$ cat src/rtl/spim_pkg.sv
package spim_pkg;

    localparam int ADDR_W = 12;
    localparam int NUM_CS = 4;
    localparam int SEL_W  = $clog2(NUM_CS);

    localparam logic [ADDR_W-1:0] A_GLB  = 12'h004;
    localparam logic [ADDR_W-1:0] A_XFR  = 12'h008;
    localparam logic [ADDR_W-1:0] A_IEN  = 12'h010;
    localparam logic [ADDR_W-1:0] A_IST  = 12'h014;
    localparam logic [ADDR_W-1:0] A_FCT  = 12'h018;
    localparam logic [ADDR_W-1:0] A_FST  = 12'h01C;
    localparam logic [ADDR_W-1:0] A_BCNT = 12'h030;
    localparam logic [ADDR_W-1:0] A_TCNT = 12'h034;
    localparam logic [ADDR_W-1:0] A_BCTL = 12'h038;
    localparam logic [ADDR_W-1:0] A_TXD  = 12'h200;
    localparam logic [ADDR_W-1:0] A_RXD  = 12'h300;

    localparam int IRQ_W = 14;

    typedef enum logic [1:0] {
        ENG_IDLE,
        ENG_RUN,
        ENG_HOLD,
        ENG_FIN
    } eng_state_e;

    typedef struct packed {
        logic [SEL_W-1:0] sel;
        logic             lvl;
        logic             own;
        logic             lsb;
        logic             cpol;
        logic             cpha;
    } xfer_cfg_t;

    typedef struct packed {
        logic cs_rise;
        logic done;
        logic tx_udr;
        logic tx_ovf;
        logic rx_udr;
        logic rx_ovf;
    } irq_evt_t;

    function automatic logic pick_bit(input logic [7:0] b, input logic [2:0] k,
                                      input logic lsb);
        return lsb ? b[k] : b[3'd7 - k];
    endfunction

    function automatic logic [7:0] put_bit(input logic [7:0] b, input logic [2:0] k,
                                           input logic lsb, input logic v);
        logic [7:0] r;
        r = b;
        if (lsb) r[k] = v;
        else     r[3'd7 - k] = v;
        return r;
    endfunction

endpackage

$ cat src/rtl/spim_fifo.sv
module spim_fifo #(
    parameter int DW    = 8,
    parameter int DEPTH = 64,
    localparam int AW   = $clog2(DEPTH),
    localparam int CW   = AW + 1
) (
    input  logic          clk,
    input  logic          rst,
    input  logic          clr,
    input  logic          push,
    input  logic [DW-1:0] din,
    input  logic          pop,
    output logic [DW-1:0] dout,
    output logic [CW-1:0] count,
    output logic          full,
    output logic          empty
);

    logic [DW-1:0] mem [DEPTH];
    logic [AW-1:0] wptr, rptr;
    logic          do_push, do_pop;

    assign full    = (count == CW'(DEPTH));
    assign empty   = (count == '0);
    assign do_push = push && !full;
    assign do_pop  = pop && !empty;
    assign dout    = mem[rptr];

    always_ff @(posedge clk) begin
        if (do_push) mem[wptr] <= din;
    end

    always_ff @(posedge clk) begin
        if (rst || clr) begin
            wptr  <= '0;
            rptr  <= '0;
            count <= '0;
        end else begin
            if (do_push) wptr <= wptr + AW'(1);
            if (do_pop)  rptr <= rptr + AW'(1);
            count <= count + CW'(do_push) - CW'(do_pop);
        end
    end

endmodule

$ cat src/rtl/spim_shifter.sv
module spim_shifter
    import spim_pkg::*;
#(
    parameter int CNT_W = 24
) (
    input  logic             clk,
    input  logic             rst,
    input  logic             clr,
    input  logic             tick,
    input  logic             go,
    input  xfer_cfg_t        cfg,
    input  logic             stop_full,
    input  logic [CNT_W-1:0] count,
    input  logic             tx_empty,
    input  logic [7:0]       tx_data,
    input  logic             rx_full,
    input  logic             miso,
    output logic             tx_pop,
    output logic             tx_udr,
    output logic             rx_push,
    output logic [7:0]       rx_data,
    output logic             busy,
    output logic             done,
    output logic             sclk,
    output logic             mosi
);

    eng_state_e       st;
    logic [3:0]       half;
    logic [7:0]       txb, rxb, rx_fin, nb;
    logic [CNT_W-1:0] remain;
    logic             ph, mosi_q;
    logic [2:0]       idx;
    logic             run_tick, samp, byte_end, hold_now, advance, last, start, load;

    assign idx      = half[3:1];
    assign run_tick = (st == ENG_RUN) && tick;
    assign samp     = run_tick && (half[0] == cfg.cpha);
    assign rx_fin   = samp ? put_bit(rxb, idx, cfg.lsb, miso) : rxb;
    assign byte_end = run_tick && (half == 4'hF);
    assign hold_now = byte_end && stop_full && rx_full;
    assign advance  = (byte_end && !hold_now) || ((st == ENG_HOLD) && !rx_full);
    assign last     = (remain == CNT_W'(1));
    assign start    = (st == ENG_IDLE) && go && (count != '0);
    assign load     = start || (advance && !last);
    assign nb       = tx_empty ? 8'h00 : tx_data;

    assign tx_pop  = load && !tx_empty;
    assign tx_udr  = load && tx_empty;
    assign rx_push = advance;
    assign rx_data = (st == ENG_HOLD) ? rxb : rx_fin;
    assign busy    = (st == ENG_RUN) || (st == ENG_HOLD);
    assign done    = (st == ENG_FIN);
    assign sclk    = cfg.cpol ^ ph;
    assign mosi    = mosi_q;

    always_ff @(posedge clk) begin
        if (rst || clr) begin
            st     <= ENG_IDLE;
            half   <= '0;
            txb    <= '0;
            rxb    <= '0;
            remain <= '0;
            ph     <= 1'b0;
            mosi_q <= 1'b0;
        end else begin
            case (st)
                ENG_IDLE: begin
                    if (go) begin
                        if (count == '0) begin
                            st <= ENG_FIN;
                        end else begin
                            txb    <= nb;
                            rxb    <= '0;
                            remain <= count;
                            half   <= '0;
                            ph     <= 1'b0;
                            if (!cfg.cpha) mosi_q <= pick_bit(nb, 3'd0, cfg.lsb);
                            st     <= ENG_RUN;
                        end
                    end
                end
                ENG_RUN: begin
                    if (tick) begin
                        ph   <= ~ph;
                        half <= half + 4'd1;
                        if (samp)
                            rxb <= rx_fin;
                        else if (!half[0])
                            mosi_q <= pick_bit(txb, idx, cfg.lsb);
                        else if (idx != 3'd7)
                            mosi_q <= pick_bit(txb, idx + 3'd1, cfg.lsb);
                        if (half == 4'hF) begin
                            if (hold_now) begin
                                st  <= ENG_HOLD;
                                rxb <= rx_fin;
                            end else if (last) begin
                                st <= ENG_FIN;
                            end else begin
                                remain <= remain - CNT_W'(1);
                                txb    <= nb;
                                rxb    <= '0;
                                if (!cfg.cpha) mosi_q <= pick_bit(nb, 3'd0, cfg.lsb);
                            end
                        end
                    end
                end
                ENG_HOLD: begin
                    if (!rx_full) begin
                        if (last) begin
                            st <= ENG_FIN;
                        end else begin
                            remain <= remain - CNT_W'(1);
                            txb    <= nb;
                            rxb    <= '0;
                            if (!cfg.cpha) mosi_q <= pick_bit(nb, 3'd0, cfg.lsb);
                            st     <= ENG_RUN;
                        end
                    end
                end
                default: st <= ENG_IDLE;
            endcase
        end
    end

endmodule

$ cat src/rtl/spi_master_ctl.sv
module spi_master_ctl
    import spim_pkg::*;
#(
    parameter int DEPTH = 64,
    parameter int CNT_W = 24,
    localparam int CW   = $clog2(DEPTH) + 1
) (
    input  logic                clk,
    input  logic                rst,
    input  logic [ADDR_W-1:0]   bus_addr,
    input  logic                bus_wr,
    input  logic                bus_rd,
    input  logic [31:0]         bus_wdata,
    output logic [31:0]         bus_rdata,
    input  logic                sclk_tick,
    output logic                spi_sclk,
    output logic                spi_mosi,
    input  logic                spi_miso,
    output logic [NUM_CS-1:0]   spi_cs_n,
    output logic                irq
);

    // configuration state
    logic             en, master, stop_full, srst_p;
    xfer_cfg_t        cfg;
    logic             xch;
    logic [IRQ_W-1:0] ien;
    irq_evt_t         evt, evt_now;
    logic [7:0]       tx_trig, rx_trig;
    logic             tx_rst_p, rx_rst_p;
    logic [CNT_W-1:0] bcnt, tcnt, bctl;
    logic [7:0]       rx_last;
    logic [NUM_CS-1:0] cs_prev;

    // FIFO and engine wiring
    logic          tx_push, tx_pop, tx_full, tx_empty;
    logic [7:0]    tx_dout, rx_dout, rx_din;
    logic [CW-1:0] tx_cnt, rx_cnt;
    logic          rx_push, rx_pop, rx_full, rx_empty;
    logic          eng_udr, eng_busy, eng_done, go;
    logic [6:0]    lvl;
    logic [31:0]   ist_word;

    wire wr_at = bus_wr;
    assign tx_push = wr_at && (bus_addr == A_TXD);
    assign rx_pop  = bus_rd && (bus_addr == A_RXD);
    assign go      = xch && en && !srst_p;

    spim_fifo #(.DW(8), .DEPTH(DEPTH)) tx_fifo_i (
        .clk(clk), .rst(rst), .clr(tx_rst_p || srst_p),
        .push(tx_push), .din(bus_wdata[7:0]), .pop(tx_pop), .dout(tx_dout),
        .count(tx_cnt), .full(tx_full), .empty(tx_empty)
    );

    spim_fifo #(.DW(8), .DEPTH(DEPTH)) rx_fifo_i (
        .clk(clk), .rst(rst), .clr(rx_rst_p || srst_p),
        .push(rx_push), .din(rx_din), .pop(rx_pop), .dout(rx_dout),
        .count(rx_cnt), .full(rx_full), .empty(rx_empty)
    );

    spim_shifter #(.CNT_W(CNT_W)) shift_i (
        .clk(clk), .rst(rst), .clr(srst_p), .tick(sclk_tick), .go(go),
        .cfg(cfg), .stop_full(stop_full), .count(bcnt),
        .tx_empty(tx_empty), .tx_data(tx_dout), .rx_full(rx_full), .miso(spi_miso),
        .tx_pop(tx_pop), .tx_udr(eng_udr), .rx_push(rx_push), .rx_data(rx_din),
        .busy(eng_busy), .done(eng_done), .sclk(spi_sclk), .mosi(spi_mosi)
    );

    // select line generation, one lane per line
    for (genvar g = 0; g < NUM_CS; g++) begin : g_cs
        always_comb begin
            if (cfg.sel == SEL_W'(g))
                spi_cs_n[g] = cfg.own ? cfg.lvl : ~eng_busy;
            else
                spi_cs_n[g] = 1'b1;
        end
    end

    // live FIFO level flags
    assign lvl = {tx_full, tx_empty, (8'(tx_cnt) <= tx_trig), 1'b0,
                  rx_full, rx_empty, (8'(rx_cnt) > rx_trig)};

    always_comb begin
        evt_now.rx_ovf  = rx_push && rx_full;
        evt_now.rx_udr  = rx_pop && rx_empty;
        evt_now.tx_ovf  = tx_push && tx_full;
        evt_now.tx_udr  = eng_udr;
        evt_now.done    = eng_done;
        evt_now.cs_rise = |(spi_cs_n & ~cs_prev);
    end

    assign ist_word = {18'd0, evt, 1'b0, lvl};
    assign irq      = |(ist_word[IRQ_W-1:0] & ien);

    always_ff @(posedge clk) begin
        if (rst) begin
            en        <= 1'b0;
            master    <= 1'b0;
            stop_full <= 1'b0;
            srst_p    <= 1'b0;
            cfg       <= '0;
            xch       <= 1'b0;
            ien       <= '0;
            evt       <= '0;
            tx_trig   <= '0;
            rx_trig   <= '0;
            tx_rst_p  <= 1'b0;
            rx_rst_p  <= 1'b0;
            bcnt      <= '0;
            tcnt      <= '0;
            bctl      <= '0;
            rx_last   <= '0;
            cs_prev   <= '1;
        end else begin
            cs_prev  <= spi_cs_n;
            tx_rst_p <= 1'b0;
            rx_rst_p <= 1'b0;
            srst_p   <= 1'b0;
            if (rx_pop && !rx_empty) rx_last <= rx_dout;
            if (eng_done) xch <= 1'b0;
            evt <= evt | evt_now;
            if (wr_at) begin
                case (bus_addr)
                    A_GLB: begin
                        en        <= bus_wdata[0];
                        master    <= bus_wdata[1];
                        stop_full <= bus_wdata[7];
                        srst_p    <= bus_wdata[31];
                    end
                    A_XFR: begin
                        cfg.cpha <= bus_wdata[0];
                        cfg.cpol <= bus_wdata[1];
                        cfg.sel  <= bus_wdata[4 +: SEL_W];
                        cfg.own  <= bus_wdata[6];
                        cfg.lvl  <= bus_wdata[7];
                        cfg.lsb  <= bus_wdata[12];
                        if (bus_wdata[31]) xch <= 1'b1;
                    end
                    A_IEN: ien <= bus_wdata[IRQ_W-1:0];
                    A_IST: evt <= (evt & ~irq_evt_t'(bus_wdata[13:8])) | evt_now;
                    A_FCT: begin
                        tx_rst_p <= bus_wdata[31];
                        tx_trig  <= bus_wdata[23:16];
                        rx_rst_p <= bus_wdata[15];
                        rx_trig  <= bus_wdata[7:0];
                    end
                    A_BCNT: bcnt <= bus_wdata[CNT_W-1:0];
                    A_TCNT: tcnt <= bus_wdata[CNT_W-1:0];
                    A_BCTL: bctl <= bus_wdata[CNT_W-1:0];
                    default: ;
                endcase
            end
            if (srst_p) begin
                xch <= 1'b0;
                evt <= '0;
            end
        end
    end

    always_comb begin
        bus_rdata = '0;
        case (bus_addr)
            A_GLB:  bus_rdata = {srst_p, 23'd0, stop_full, 5'd0, master, en};
            A_XFR:  bus_rdata = {xch, 18'd0, cfg.lsb, 4'd0, cfg.lvl, cfg.own,
                                 2'(cfg.sel), 2'd0, cfg.cpol, cfg.cpha};
            A_IEN:  bus_rdata = 32'(ien);
            A_IST:  bus_rdata = ist_word;
            A_FCT:  bus_rdata = {tx_rst_p, 7'd0, tx_trig, rx_rst_p, 7'd0, rx_trig};
            A_FST:  bus_rdata = {8'd0, 8'(tx_cnt), 8'd0, 8'(rx_cnt)};
            A_BCNT: bus_rdata = 32'(bcnt);
            A_TCNT: bus_rdata = 32'(tcnt);
            A_BCTL: bus_rdata = 32'(bctl);
            A_RXD:  bus_rdata = {24'd0, rx_empty ? rx_last : rx_dout};
            default: bus_rdata = '0;
        endcase
    end

endmodule

$ cat config.mk
export PLATFORM = sky130hd
export DESIGN_NAME = spi_master_ctl
export DESIGN_NICKNAME = d
export VERILOG_FILES = /design/src/rtl/spim_pkg.sv /design/src/rtl/spim_fifo.sv /design/src/rtl/spim_shifter.sv /design/src/rtl/spi_master_ctl.sv
export SDC_FILE = /design/constraint.sdc
export NUM_CORES = 2
export LEC_CHECK = 0
export ABC_CLOCK_PERIOD_IN_PS = 4480
export BUFFER_PORTS_ARGS = -buffer_cell sky130_fd_sc_hd__buf_4
export CAP_MARGIN = 20
export CORE_MARGIN = 4
export CORE_UTILIZATION = 57
export DETAILED_ROUTE_END_ITERATION = 10
export MAX_ROUTING_LAYER = met4
export PLACE_DENSITY = 0.74
export SETUP_SLACK_MARGIN = 0.5
export SYNTH_ARGS = -nofsm -noshare
export SYNTH_HDL_FRONTEND = slang
export SYNTH_HIERARCHICAL = 1
export SYNTH_SLANG_ARGS = --single-unit
$ cat constraint.sdc
create_clock -name clk -period 4.48 [get_ports clk]
set_input_delay 0.896 -clock clk [delete_from_list [all_inputs] [get_ports clk]]
set_output_delay 0.896 -clock clk [all_outputs]
set_load 0.01 [all_outputs]
==> impl_metrics.ini <==
[clock_network]
clock_path_buffers = 3
cts_buffers = 121
clock-sinks = 1256
tritoncts = yes
ctsRootBufferMaster = clkbuf_16
insertion_delay_ps = 730
clkTransAtPathRegs_ps = 70
cts_hold_buf = 0
h-tree-depth = 3

[cells_and_area]
drive_above_1_share = 0.235
fill_cells = 5958
layout.nets = 3810
syn2layout_area_growth_pct = 15.5
layout.cells.non_filler = 4997

[timing]
setup_tns_ps = 0
skew_ps = 34.3
setup_viol = 0
finalMaxSlewViolations = 0
finalCritPeriodShare = 0.999
slew_headroom = 0.289
rsz0062_at_grt = true
fin_crit_ps = 4480
worst_pin_slew_ps = 1060
hold_viol = 0
clock.fmax_mhz = 223

[placement]
hpwl_mm = 75.8
place_congestion = 0.902
io_buffer_count = 74
post-place-cells = 4710

[hold_path]
hold_class = primary input to flip-flop

[floorplanning]
io_pins = 89
fp.dieW_microns = 311
die_h_microns = 311
core-area_sq_um = 90600
rows = 110
die-area_sq_um = 96800
initial_core_util = 0.578

[synth]
yosysMostFrequentCell = edfxtp_1
synth_common_cells = edfxtp_1 (1,024), nand2_1 (341), nor2_1 (281), dfxtp_1 (232), mux4_2 (210)
ys.flop_type = edfxtp_1
syn_inst = 3455
synth_area_per_cell_sq_um = 15.2
ys_seq_area_frac = 0.676
yosysTopAreaCellShare = 0.587
synth_cell_types = 98
ys_ff_latch = 1256
yosys_warnings = 6
synth-async-reset-ratio = 0
syn_area_sq_um = 52400
synth_area_leader_cell = edfxtp_1
synth_edf_count = 1024
yosys-top-cells-area = edfxtp_1 (59%), mux4_2 (9.0%), dfxtp_1 (8.9%)

[grt]
grt_pass1_vias = 31000
grt_pass1_wl_mm = 195
antenna_found_initial = 2
grt_max_degree = 72
grt_overflow_total = 0
grt_usage = 0.270

[detailed_routing]
drt-wirelength-per-cell_microns = 25.9
detail-route-antenna-nets = 0
drt-total-wl_mm = 129
route.detailed.drc = 0
num_vias = 31900
dr.pass1.iters = 6
vias_per_cell = 6.38
drt-initial-drc-count = 4393

[flow_run]
maxCapViolations = 0

[pwr]
vdd_drop_max_uv = 361
p_per_area_nw_per_um2 = 438
p_leak_nw = 18.6

[worst_setup_path]
cp-end-kind = primary output
path_max_fanout = 10
path_class = flip-flop to primary output
cp_data_arrival_time_ps = 3580
start_kind = flip-flop
cp_data_required_time_ps = 3580

[run_status]
status = finished clean
[stage by stage]
step                setup WS, ps  instance area (sq um)  utilization  total power [mW]  hold WS (ps)
floorplan                    532                  52400            -              15.1           432
global placement            77.8                  55100        0.609              15.8           438
detailed placement          99.7                  55100        0.609              15.9           446
CTS                        -53.4                  59900        0.662              26.5           403
global route               -92.5                  60500        0.668              27.4           425
finish                      4.61                  60500        0.668              26.5           444
[worst max-delay path, cell delays in order, from the launching register on]
cell and delay (ps):
dfxtp_4 410, buf_12 130, buf_16 130, buf_12 150
mux4_2 540, mux2i_1 160, nand2_1 70, nand4_1 290
o311ai_4 190, mux2i_2 250, o221ai_2 160, a21o_1 200
buf_4 140
[report_power, final]
part,leakage [nW],switching [mW],internal (mW)
sequential,10.5,0.225,12.7
combinational,6.12,1.69,1.25
clock,2.02,4.43,6.26
total,18.6,6.34,20.2
[kinds of logic (layout without fill, tap and decap cells)]
family	count (synthesis)	after routing	synth area share
fa+ha+maj	47	47	0.0115
buf+inv	273	631	0.0265
mux	399	399	0.133
other cells	1	9	0.0000716
compound gates	500	500	0.0630
flops	1256	1256	0.676
xor+xnor	29	29	0.00485
simple gates	950	950	0.0858
[placed cells by master, fill, tap and decap left out, drive strengths merged, types with 31 or more instances in the layout]
cell    instances
edfxtp       1024
nand2         351
buf           333
nor2          281
dfxtp         232
mux4          228
a21oi         197
clkbuf        160
mux2i         148
inv            68
nand3          66
o21ai          53
a22oi          48
ha             45
o22ai          42
clkinv         42
nor2b          31
nor4           31
[final cells by class]
class	instances	area, sq um	share of cell area
Antenna cell	2	5.00	0.0000828
Clock buffer	156	3230	0.0534
Clock inverter	73	967	0.0160
Inverter	64	240	0.00397
Multi-Input combinational cell	1932	16100	0.267
Sequential cell	1256	35400	0.586
Tap cell	1176	1470	0.0243
Timing Repair Buffer	338	2980	0.0493
[per-layer routing]
metal / track usage / routed length, microns / vias to the layer above
li1: - / - / 13900
met4: 0.0828 / 4370 / 0
met2: 0.424 / 63000 / 1641
met3: 0.0427 / 10700 / 288
met5: - / 0 / -
met1: 0.370 / 51300 / 16100
[worst paths after layout]
path                                 start  slack (ps)  cells past startpoint                             to
max                              flip-flop           5                     12                   bus_rdata[4]
min                          bus_wdata[14]         440                      3          bctl[14]$_SDFFE_PP0P_
max reg2reg  rx_fifo_i/count[4]$_SDFF_PP0_         710                     19  rx_fifo_i/count[6]$_SDFF_PP0_
min reg2reg           bctl[9]$_SDFFE_PP0P_         450                      2           bctl[9]$_SDFFE_PP0P_
[sequential cells by signal, indices dropped and copies added (netlist names), 7 cells and up, named ones only]
name	flops
bctl	24
bcnt	24
rx_last	8
shift_i/remain	24
tx_fifo_i/mem	512
rx_fifo_i/count	7
ien	14
rx_trig	8
tcnt	24
shift_i/txb	8
rx_fifo_i/mem	512
tx_trig	8
cfg	7
shift_i/rxb	8
tx_fifo_i/count	7
[repair_timing]
item | 4_1_cts | 5_1_grt
resized for setup | 64 | 56
endpoints found under the setup margin | 26 | 11
gates cloned | 4 | 4
pin swaps | 17 | 29
setup buffers | 25 | 21
No activity file was read; power rests on OpenSTA's default activity.
